$ cat config.mk
export PLATFORM = sky130hd
export DESIGN_NAME = wdt_tick_prescaler
export DESIGN_NICKNAME = d
export VERILOG_FILES = /design/src/rtl/wdt_presc_pkg.sv /design/src/rtl/wdt_presc_update.sv /design/src/rtl/wdt_presc_divider.sv /design/src/rtl/wdt_tick_prescaler.sv
export SDC_FILE = /design/constraint.sdc
export NUM_CORES = 1
export LEC_CHECK = 0
export BUFFER_PORTS_ARGS = -buffer_cell sky130_fd_sc_hd__buf_2
export CORE_ASPECT_RATIO = 0.9
export CORE_MARGIN = 2
export CORE_UTILIZATION = 30
export CTS_BUF_LIST = sky130_fd_sc_hd__clkbuf_4 sky130_fd_sc_hd__clkbuf_8 sky130_fd_sc_hd__clkbuf_16
export DETAILED_ROUTE_END_ITERATION = 6
export PLACE_DENSITY = 0.55
export SYNTH_ARGS = -nofsm -noshare
export SYNTH_HDL_FRONTEND = slang
export SYNTH_HIERARCHICAL = 1
export SYNTH_SLANG_ARGS = --single-unit
$ cat constraint.sdc
create_clock -name clk_i -period 7.9 [get_ports clk_i]
set_input_delay 0.395 -clock clk_i [delete_from_list [all_inputs] [get_ports clk_i]]
set_output_delay 0.395 -clock clk_i [all_outputs]
set_load 0.03 [all_outputs]
$ cat src/rtl/wdt_presc_pkg.sv
package wdt_presc_pkg;

    // Map a ratio code to the log2 of the division period, saturating at max_exp.
    function automatic int code_to_exp(input int code, input int base_exp, input int max_exp);
        int e;
        if (code >= (max_exp - base_exp)) begin
            e = max_exp;
        end else begin
            e = base_exp + code;
        end
        return e;
    endfunction

endpackage

$ cat src/rtl/wdt_presc_update.sv
module wdt_presc_update #(
    parameter int CODE_W   = 4,
    parameter int BASE_EXP = 2,
    parameter int MAX_EXP  = 10,
    localparam int EXP_W   = $clog2(MAX_EXP + 1)
) (
    input  logic              clk_i,
    input  logic              rst_ni,
    input  logic [CODE_W-1:0] code_i,
    input  logic              req_i,
    input  logic              period_end_i,
    output logic              busy_o,
    output logic              apply_o,
    output logic [EXP_W-1:0]  new_exp_o
);
    import wdt_presc_pkg::*;

    typedef struct packed {
        logic             busy;
        logic [EXP_W-1:0] pend_exp;
    } upd_state_t;

    upd_state_t st_d, st_q;
    logic       accept;
    logic       apply;

    always_comb begin
        st_d   = st_q;
        accept = req_i && !st_q.busy;
        apply  = st_q.busy && period_end_i;
        if (accept) begin
            st_d.busy     = 1'b1;
            st_d.pend_exp = EXP_W'(code_to_exp(int'(code_i), BASE_EXP, MAX_EXP));
        end else if (apply) begin
            st_d.busy = 1'b0;
        end
    end

    always_ff @(posedge clk_i or negedge rst_ni) begin
        if (!rst_ni) begin
            st_q.busy     <= 1'b0;
            st_q.pend_exp <= EXP_W'(BASE_EXP);
        end else begin
            st_q <= st_d;
        end
    end

    assign busy_o    = st_q.busy;
    assign apply_o   = apply;
    assign new_exp_o = st_q.pend_exp;

    // an accepted strobe raises the busy flag on the next cycle
    a_r5_busy_rise: assert property (@(posedge clk_i) disable iff (!rst_ni)
        (req_i && !busy_o) |=> busy_o);

    // while busy and no boundary, the captured value and flag hold
    a_r8_pending_held: assert property (@(posedge clk_i) disable iff (!rst_ni)
        (busy_o && !period_end_i) |=> (busy_o && $stable(new_exp_o)));

    // the period boundary while busy drops the flag
    a_r7_busy_clear: assert property (@(posedge clk_i) disable iff (!rst_ni)
        (busy_o && period_end_i) |=> !busy_o);

endmodule

$ cat src/rtl/wdt_presc_divider.sv
module wdt_presc_divider #(
    parameter int BASE_EXP = 2,
    parameter int MAX_EXP  = 10,
    localparam int EXP_W   = $clog2(MAX_EXP + 1),
    localparam int CNT_W   = MAX_EXP
) (
    input  logic             clk_i,
    input  logic             rst_ni,
    input  logic             apply_i,
    input  logic [EXP_W-1:0] new_exp_i,
    output logic             tick_o
);
    typedef struct packed {
        logic [EXP_W-1:0] exp;
        logic [CNT_W-1:0] cnt;
    } div_state_t;

    div_state_t     st_d, st_q;
    logic [CNT_W:0] span;
    logic [CNT_W-1:0] last;
    logic           at_last;

    always_comb begin
        span    = (CNT_W+1)'(1) << st_q.exp;
        last    = CNT_W'(span - (CNT_W+1)'(1));
        at_last = (st_q.cnt == last);
        st_d    = st_q;
        if (at_last) begin
            st_d.cnt = '0;
            if (apply_i) begin
                st_d.exp = new_exp_i;
            end
        end else begin
            st_d.cnt = st_q.cnt + CNT_W'(1);
        end
    end

    always_ff @(posedge clk_i or negedge rst_ni) begin
        if (!rst_ni) begin
            st_q.exp <= EXP_W'(BASE_EXP);
            st_q.cnt <= '0;
        end else begin
            st_q <= st_d;
        end
    end

    assign tick_o = at_last;

    // a tick is never followed by another tick (minimum period is four)
    a_r4_single_tick: assert property (@(posedge clk_i) disable iff (!rst_ni)
        tick_o |=> !tick_o);

    // the count restarts from zero after every tick
    a_r4_restart: assert property (@(posedge clk_i) disable iff (!rst_ni)
        tick_o |=> (st_q.cnt == '0));

    // the active ratio changes only at a boundary with an apply request
    a_r6_ratio_hold: assert property (@(posedge clk_i) disable iff (!rst_ni)
        !(apply_i && tick_o) |=> $stable(st_q.exp));

    // the active exponent stays inside the legal range
    a_r1_exp_range: assert property (@(posedge clk_i) disable iff (!rst_ni)
        (st_q.exp >= EXP_W'(BASE_EXP)) && (st_q.exp <= EXP_W'(MAX_EXP)));

endmodule

$ cat src/rtl/wdt_tick_prescaler.sv
module wdt_tick_prescaler #(
    parameter int CODE_W   = 4,
    parameter int BASE_EXP = 2,
    parameter int MAX_EXP  = 10
) (
    input  logic              clk_i,
    input  logic              rst_ni,
    input  logic [CODE_W-1:0] ratio_code_i,
    input  logic              update_req_i,
    output logic              tick_o,
    output logic              busy_o
);
    localparam int EXP_W = $clog2(MAX_EXP + 1);

    logic             tick;
    logic             apply;
    logic [EXP_W-1:0] new_exp;

    wdt_presc_update #(
        .CODE_W  (CODE_W),
        .BASE_EXP(BASE_EXP),
        .MAX_EXP (MAX_EXP)
    ) u_update (
        .clk_i       (clk_i),
        .rst_ni      (rst_ni),
        .code_i      (ratio_code_i),
        .req_i       (update_req_i),
        .period_end_i(tick),
        .busy_o      (busy_o),
        .apply_o     (apply),
        .new_exp_o   (new_exp)
    );

    wdt_presc_divider #(
        .BASE_EXP(BASE_EXP),
        .MAX_EXP (MAX_EXP)
    ) u_divider (
        .clk_i    (clk_i),
        .rst_ni   (rst_ni),
        .apply_i  (apply),
        .new_exp_i(new_exp),
        .tick_o   (tick)
    );

    assign tick_o = tick;

    // busy is never high right after a tick that it was waiting on
    a_r7_switch_done: assert property (@(posedge clk_i) disable iff (!rst_ni)
        (busy_o && tick_o && !update_req_i) |=> !busy_o);

endmodule

Word level (Yosys, flattened, before mapping)
Index checks and enable logic that the tools add are counted.
{ "classes": {"eq_ne": 1, "n_lt_le_gt_ge": 1, "reduce_logical": 5, "shift": 1, "n_addsub": 3, "mux": 4} }
{ "op_table": {"columns": ["cell", "count"], "rows": [
  ["$add A10 B1 Y10 const B", 1],
  ["$eq A10 B10 Y1", 1],
  ["$mux W10", 1],
  ["$shl A1 B4 Y10 const A", 1],
  ["$sub A10 B1 Y10 const B", 1],
  ["$add A2 B4 Y4 const A", 1],
  ["$ge A4 B4 Y1 const B", 1],
  ["$mux W4", 1],
  ["$logic_and A1 B1 Y1", 2],
  ["$mux W1", 2],
  ["$reduce_and A2 Y1", 1],
  ["$reduce_bool A2 Y1", 1],
  ["$logic_not A1 Y1", 1]
]} }
{ "totals": {"elab_cells": 19, "output_inout_bits": 2, "regBits": 19} }

Logic depth before layout (Yosys ltp)
{ "depth": {"depth_word": 6, "ltp_mapped": 14} }

Cells and area by module
The synthesis kept the hierarchy.
{ "by_module_without_submodules": {"columns": ["module", "seq_area_each_um2", "cells_per_inst", "instances", "area_per_inst_um2"], "rows": [
  ["wdt_presc_divider", 351.6, 111, 1, 1016.0],
  ["wdt_presc_update", 126.4, 19, 1, 247.7]
]} }

Least setup slack after synthesis
No wires, ideal clock.
{ "synth_path": {"kind": "flip-flop to flip-flop", "startpoint": "register u_divider/st_q[12] in the netlist's numbering", "endpoint": "register u_divider/st_q[10] in the netlist's numbering", "required_ns": 7.772, "arrival_ns": 3.139, "setup_slack_ns": 4.633, "setup_time_ns": 0.128, "n_path_buf": 2, "synth_period_minus_slack_ns": 3.267, "path_stages_with_launch": 14, "cell_sequence": "dfrtp_1 -> buf_6 -> nor2_1 -> nand3b_1 -> ha_1 -> nor2b_1 -> o21a_1 -> or3_1 -> a2111oi_2 -> and2_1 -> buf_2 -> and2_1 -> nand3_2 -> mux2_1"} }
{ "synth_via": {"elab_chain_cells": 5} }
{ "synth_rtl": {"columns": ["element", "line", "source"], "rows": [
  ["start: declaration", "wdt_presc_divider.sv:18", "div_state_t st_d, st_q;"],
  ["start signal: assignment", "wdt_presc_divider.sv:43", "st_q <= st_d;"],
  ["$shl A1 B4 Y10", "wdt_presc_divider.sv:24", "span = (CNT_W+1)'(1) << st_q.exp;"],
  ["$sub A10 B1 Y10", "wdt_presc_divider.sv:25", "last = CNT_W'(span - (CNT_W+1)'(1));"],
  ["$eq A10 B10 Y1", "wdt_presc_divider.sv:26", "at_last = (st_q.cnt == last);"],
  ["via tick_o", "wdt_tick_prescaler.sv:10", "output logic tick_o,"],
  ["$logic_and A1 B1 Y1", "wdt_presc_update.sv:30", "apply = st_q.busy && period_end_i;"],
  ["via apply", "wdt_tick_prescaler.sv:16", "logic apply;"],
  ["$reduce_and A2 Y1 (no source line)", null, null]
]} }
The timed path passes the listed nets, and every way through them passes these cells.
A chain may end at the register's enable or synchronous reset.

Worst setup path in the final report
{ "layout_path": {"startpoint": "register u_divider/st_q[12] in the netlist's numbering", "endpoint": "output tick_o"} }
{ "layout_via": {"elab_chain_cells": 3} }
{ "layout_rtl": {"columns": ["element", "line"], "rows": [
  ["$shl A1 B4 Y10", "wdt_presc_divider.sv:24"],
  ["$sub A10 B1 Y10", "wdt_presc_divider.sv:25"],
  ["$eq A10 B10 Y1", "wdt_presc_divider.sv:26"],
  ["end: declaration", "wdt_tick_prescaler.sv:10"]
]} }
No other way between the ends.

==> results.ini <==
[layout]
finalNonFillerCells = 182
n_antenna_cell = 0
drive_above_1_share_pct = 17.9
nets = 145
area_growth_syn_to_layout_pct = 7.92
nFillCells = 421

[grt]
gr-total-overflow = 0
antenna_found_initial = 0
grt_pass1_wl_um = 4310
gr-usage-all-layers_pct = 11.9
grt_pass1_vias = 879
grt_max_degree = 20

[synthesis]
synthAdderAreaFrac_pct = 2.97
synth_warnings = 6
synth_cell_types = 42
synth_compound_gate_area_share_pct = 14.4
synth_edf_count = 0
synth_cells = 130
synthMuxAreaShare_pct = 7.92
syn_area_um2 = 1260
syn_avg_cell_area_um2 = 9.72
synth_nets = 140
synth-simple-area-share_pct = 22.9
synth-xor-area-share_pct = 9.01
yosysSeqAreaShare_pct = 37.8
synthArstFlopShare_pct = 100
synth_top_family_by_area = simple AND/OR/NAND/NOR gates
synth_ff_type = dfrtp_1
ys_seq_elements = 19

[place]
dp_cells = 178
gp_congestion = 0.759
hpwl_um = 1780
io_buffers = 8

[route]
ant_nets = 0
drt-pass1-iter-count = 4
vias = 908
routed_via_density = 4.99
drt_wl_total_um = 2410
drc_errors = 0
drt_iter0_drc = 85
wl_per_cell_um = 13.3

[critical_path]
crit_slowest_cell = dfrtp_1
max_stage_delay_ns = 0.52
path_cells = nor2_1 > nand3b_1 > ha_1 > nor2b_1 > o21a_1 > or3_1 > a2111oi_2 > and2_1 > buf_2
crit_path_end_kind = output pin
crit_required_ns = 7.51
criticalPathCategory = flip-flop to output pin
cp_max_fo = 13
arrival_ns = 3.42
startpoint_type = flip-flop

[die]
core_area_um2 = 4070
die_x_um = 72.4
fp.dieArea_um2 = 4750
num_io_pins = 9
fp-row-count = 22
die_y_um = 65.6
initial_utilization_pct = 31.0

[sta]
skew_ns = 0.00455
slew_viol_final = 0
rsz0062_at_grt = no
finalSetupViolations = 0
fin_setup_tns_ns = 0
fin_crit_ns = 3.82
hold_viol = 0
post-route-period-util_pct = 48.3
slew_headroom_pct = 66.4
clock.fmax_mhz = 262
worst_pin_slew_ns = 0.505

[power]
seqPwrFrac_pct = 49.8
powerDensity_nw_per_um2 = 250
p_leak_nw = 0.567
p_sw_mw = 0.119
switching_share_pct = 35.0
power_report.internal_total_mw = 0.222
power.share.clock_pct = 20.5
pwr-share-comb_pct = 29.7
ir_drop_v = 0.000144

[clock_network]
post_cts_buffers = 0
htreeDepth = 1
cts_tree = yes
clockBufferDepth = 2
clock_sinks = 19
cts_root_buf = clkbuf_8
clk_latency_ns = 0.26
cts-hold-fix-buffers = 0
cts_resized = 0
numCtsBuffers = 3
clk_pin_slew_ns = 0.07

[hold_path]
hold_class = primary input to async pin

[run_status]
outcome = completed

[run]
maxCapViolations = 0

cells in the mapped netlist (2+ instances only):
cell type / n / area [µm²]
nand2b_1: 2 / 12.5
nand2_1: 5 / 18.8
mux2_1: 4 / 45.0
a21o_1: 2 / 15.0
inv_1: 3 / 11.3
clkbuf_1: 3 / 11.3
nor2_1: 16 / 60.1
dfrtp_1: 17 / 425
a31oi_1: 3 / 18.8
nor2b_1: 7 / 43.8
ha_1: 3 / 37.5
or3_1: 2 / 12.5
o21ai_0: 6 / 30.0
buf_6: 2 / 22.5
mux2_4: 3 / 45.0
and2_1: 5 / 31.3
xnor2_1: 6 / 52.6
nand3_1: 5 / 25.0
dfstp_2: 2 / 52.6
buf_2: 3 / 15.0
a21oi_1: 3 / 15.0
and3_1: 2 / 12.5
xor2_1: 7 / 61.3
routing by layer:
layer,track usage (%),wire length [µm]
met1,17.3,1290
met2,16.4,1040
met3,1.84,39
met4,6.94,48
met5,0,0
state kept, by name, summed over array words and instances, names as in the netlist:
register / flops
u_divider/st_q: 14
u_update/new_exp_o: 4
u_update/busy_o: 1
cells in the final DEF (no fill, tap or decap), drive strengths merged, types with 6 or more instances in the layout:
| master | synthesis | layout |
|---|---|---|
| nor2b | 8 | 8 |
| nor2 | 16 | 16 |
| buf | 5 | 8 |
| mux2 | 7 | 7 |
| xor2 | 7 | 7 |
| nand3 | 6 | 6 |
| xnor2 | 6 | 6 |
| o21ai | 6 | 6 |
| dfrtp | 17 | 17 |
worst max-delay path: cells and delay by family, from the launching register on:
| family | cells | cell delay, ns |
|---|---|---|
| AND/OR/NAND/NOR | 5 | 1.40 |
| AO/OA/AOI/OAI | 2 | 0.61 |
| flip-flops | 1 | 0.52 |
| adder cells (fa/ha/maj) | 1 | 0.34 |
| buffers and inverters | 1 | 0.28 |
cell families after synthesis:
kind of cell / count (synthesis)
adder cells (fa/ha/maj): 3
multiplexers: 8
AND/OR/NAND/NOR: 52
AO/OA/AOI/OAI: 23
flip-flops: 19
XOR/XNOR: 13
buffers and inverters: 12
power groups by stage:
stage          logic (mW)  clock network (mW)  registers, mW
2_1_floorplan      0.0951                   0          0.152
3_3_place_gp        0.100                   0          0.171
3_5_place_dp        0.101                   0          0.172
4_1_cts             0.102              0.0729          0.170
5_1_grt             0.114              0.0787          0.176
6_report            0.101              0.0698          0.170
metrics by stage:
stage | area (µm²) | power, mW | setup slack, ns | hold WS (ns) | utilization [%]
after floorplan | 1260 | 0.247 | 4.63 | 0.0994 | -
after global placement | 1320 | 0.271 | 4.35 | 0.348 | 32.3
after detailed placement | 1320 | 0.273 | 4.19 | 0.355 | 32.3
after CTS | 1360 | 0.345 | 4.04 | 0.0773 | 33.5
after global routing | 1360 | 0.369 | 3.78 | 0.0839 | 33.5
final | 1360 | 0.341 | 4.08 | 0.0622 | 33.5
path summary, 6_finish.rpt:
| path | startpoint | end | slack [ns] | cells after the start |
|---|---|---|---|---|
| min | rst_ni | u_update/new_exp_o[0] | 0.06 | 1 |
| min reg2reg | u_update/new_exp_o[0] | u_divider/st_q[10] | 0.50 | 1 |
| max | u_divider/st_q[12] | tick_o | 4.08 | 9 |
| max in group asynchronous | rst_ni | u_update/new_exp_o[1] | 7.51 | 1 |
| min in group clk_i | update_req_i | u_update/busy_o | 0.39 | 3 |
| max reg2reg | u_divider/st_q[12] | u_divider/st_q[12] | 4.22 | 11 |
final cells by class:
class	instances	area, µm²	share of cell area, %
Inverter	4	15.0	1.10
Tap cell	48	60.1	4.40
Clock buffer	4	48.8	3.58
Timing Repair Buffer	8	40.0	2.94
Sequential cell	19	478	35.0
Multi-Input combinational cell	99	722	52.9
Power figures use the tool's default switching activity.
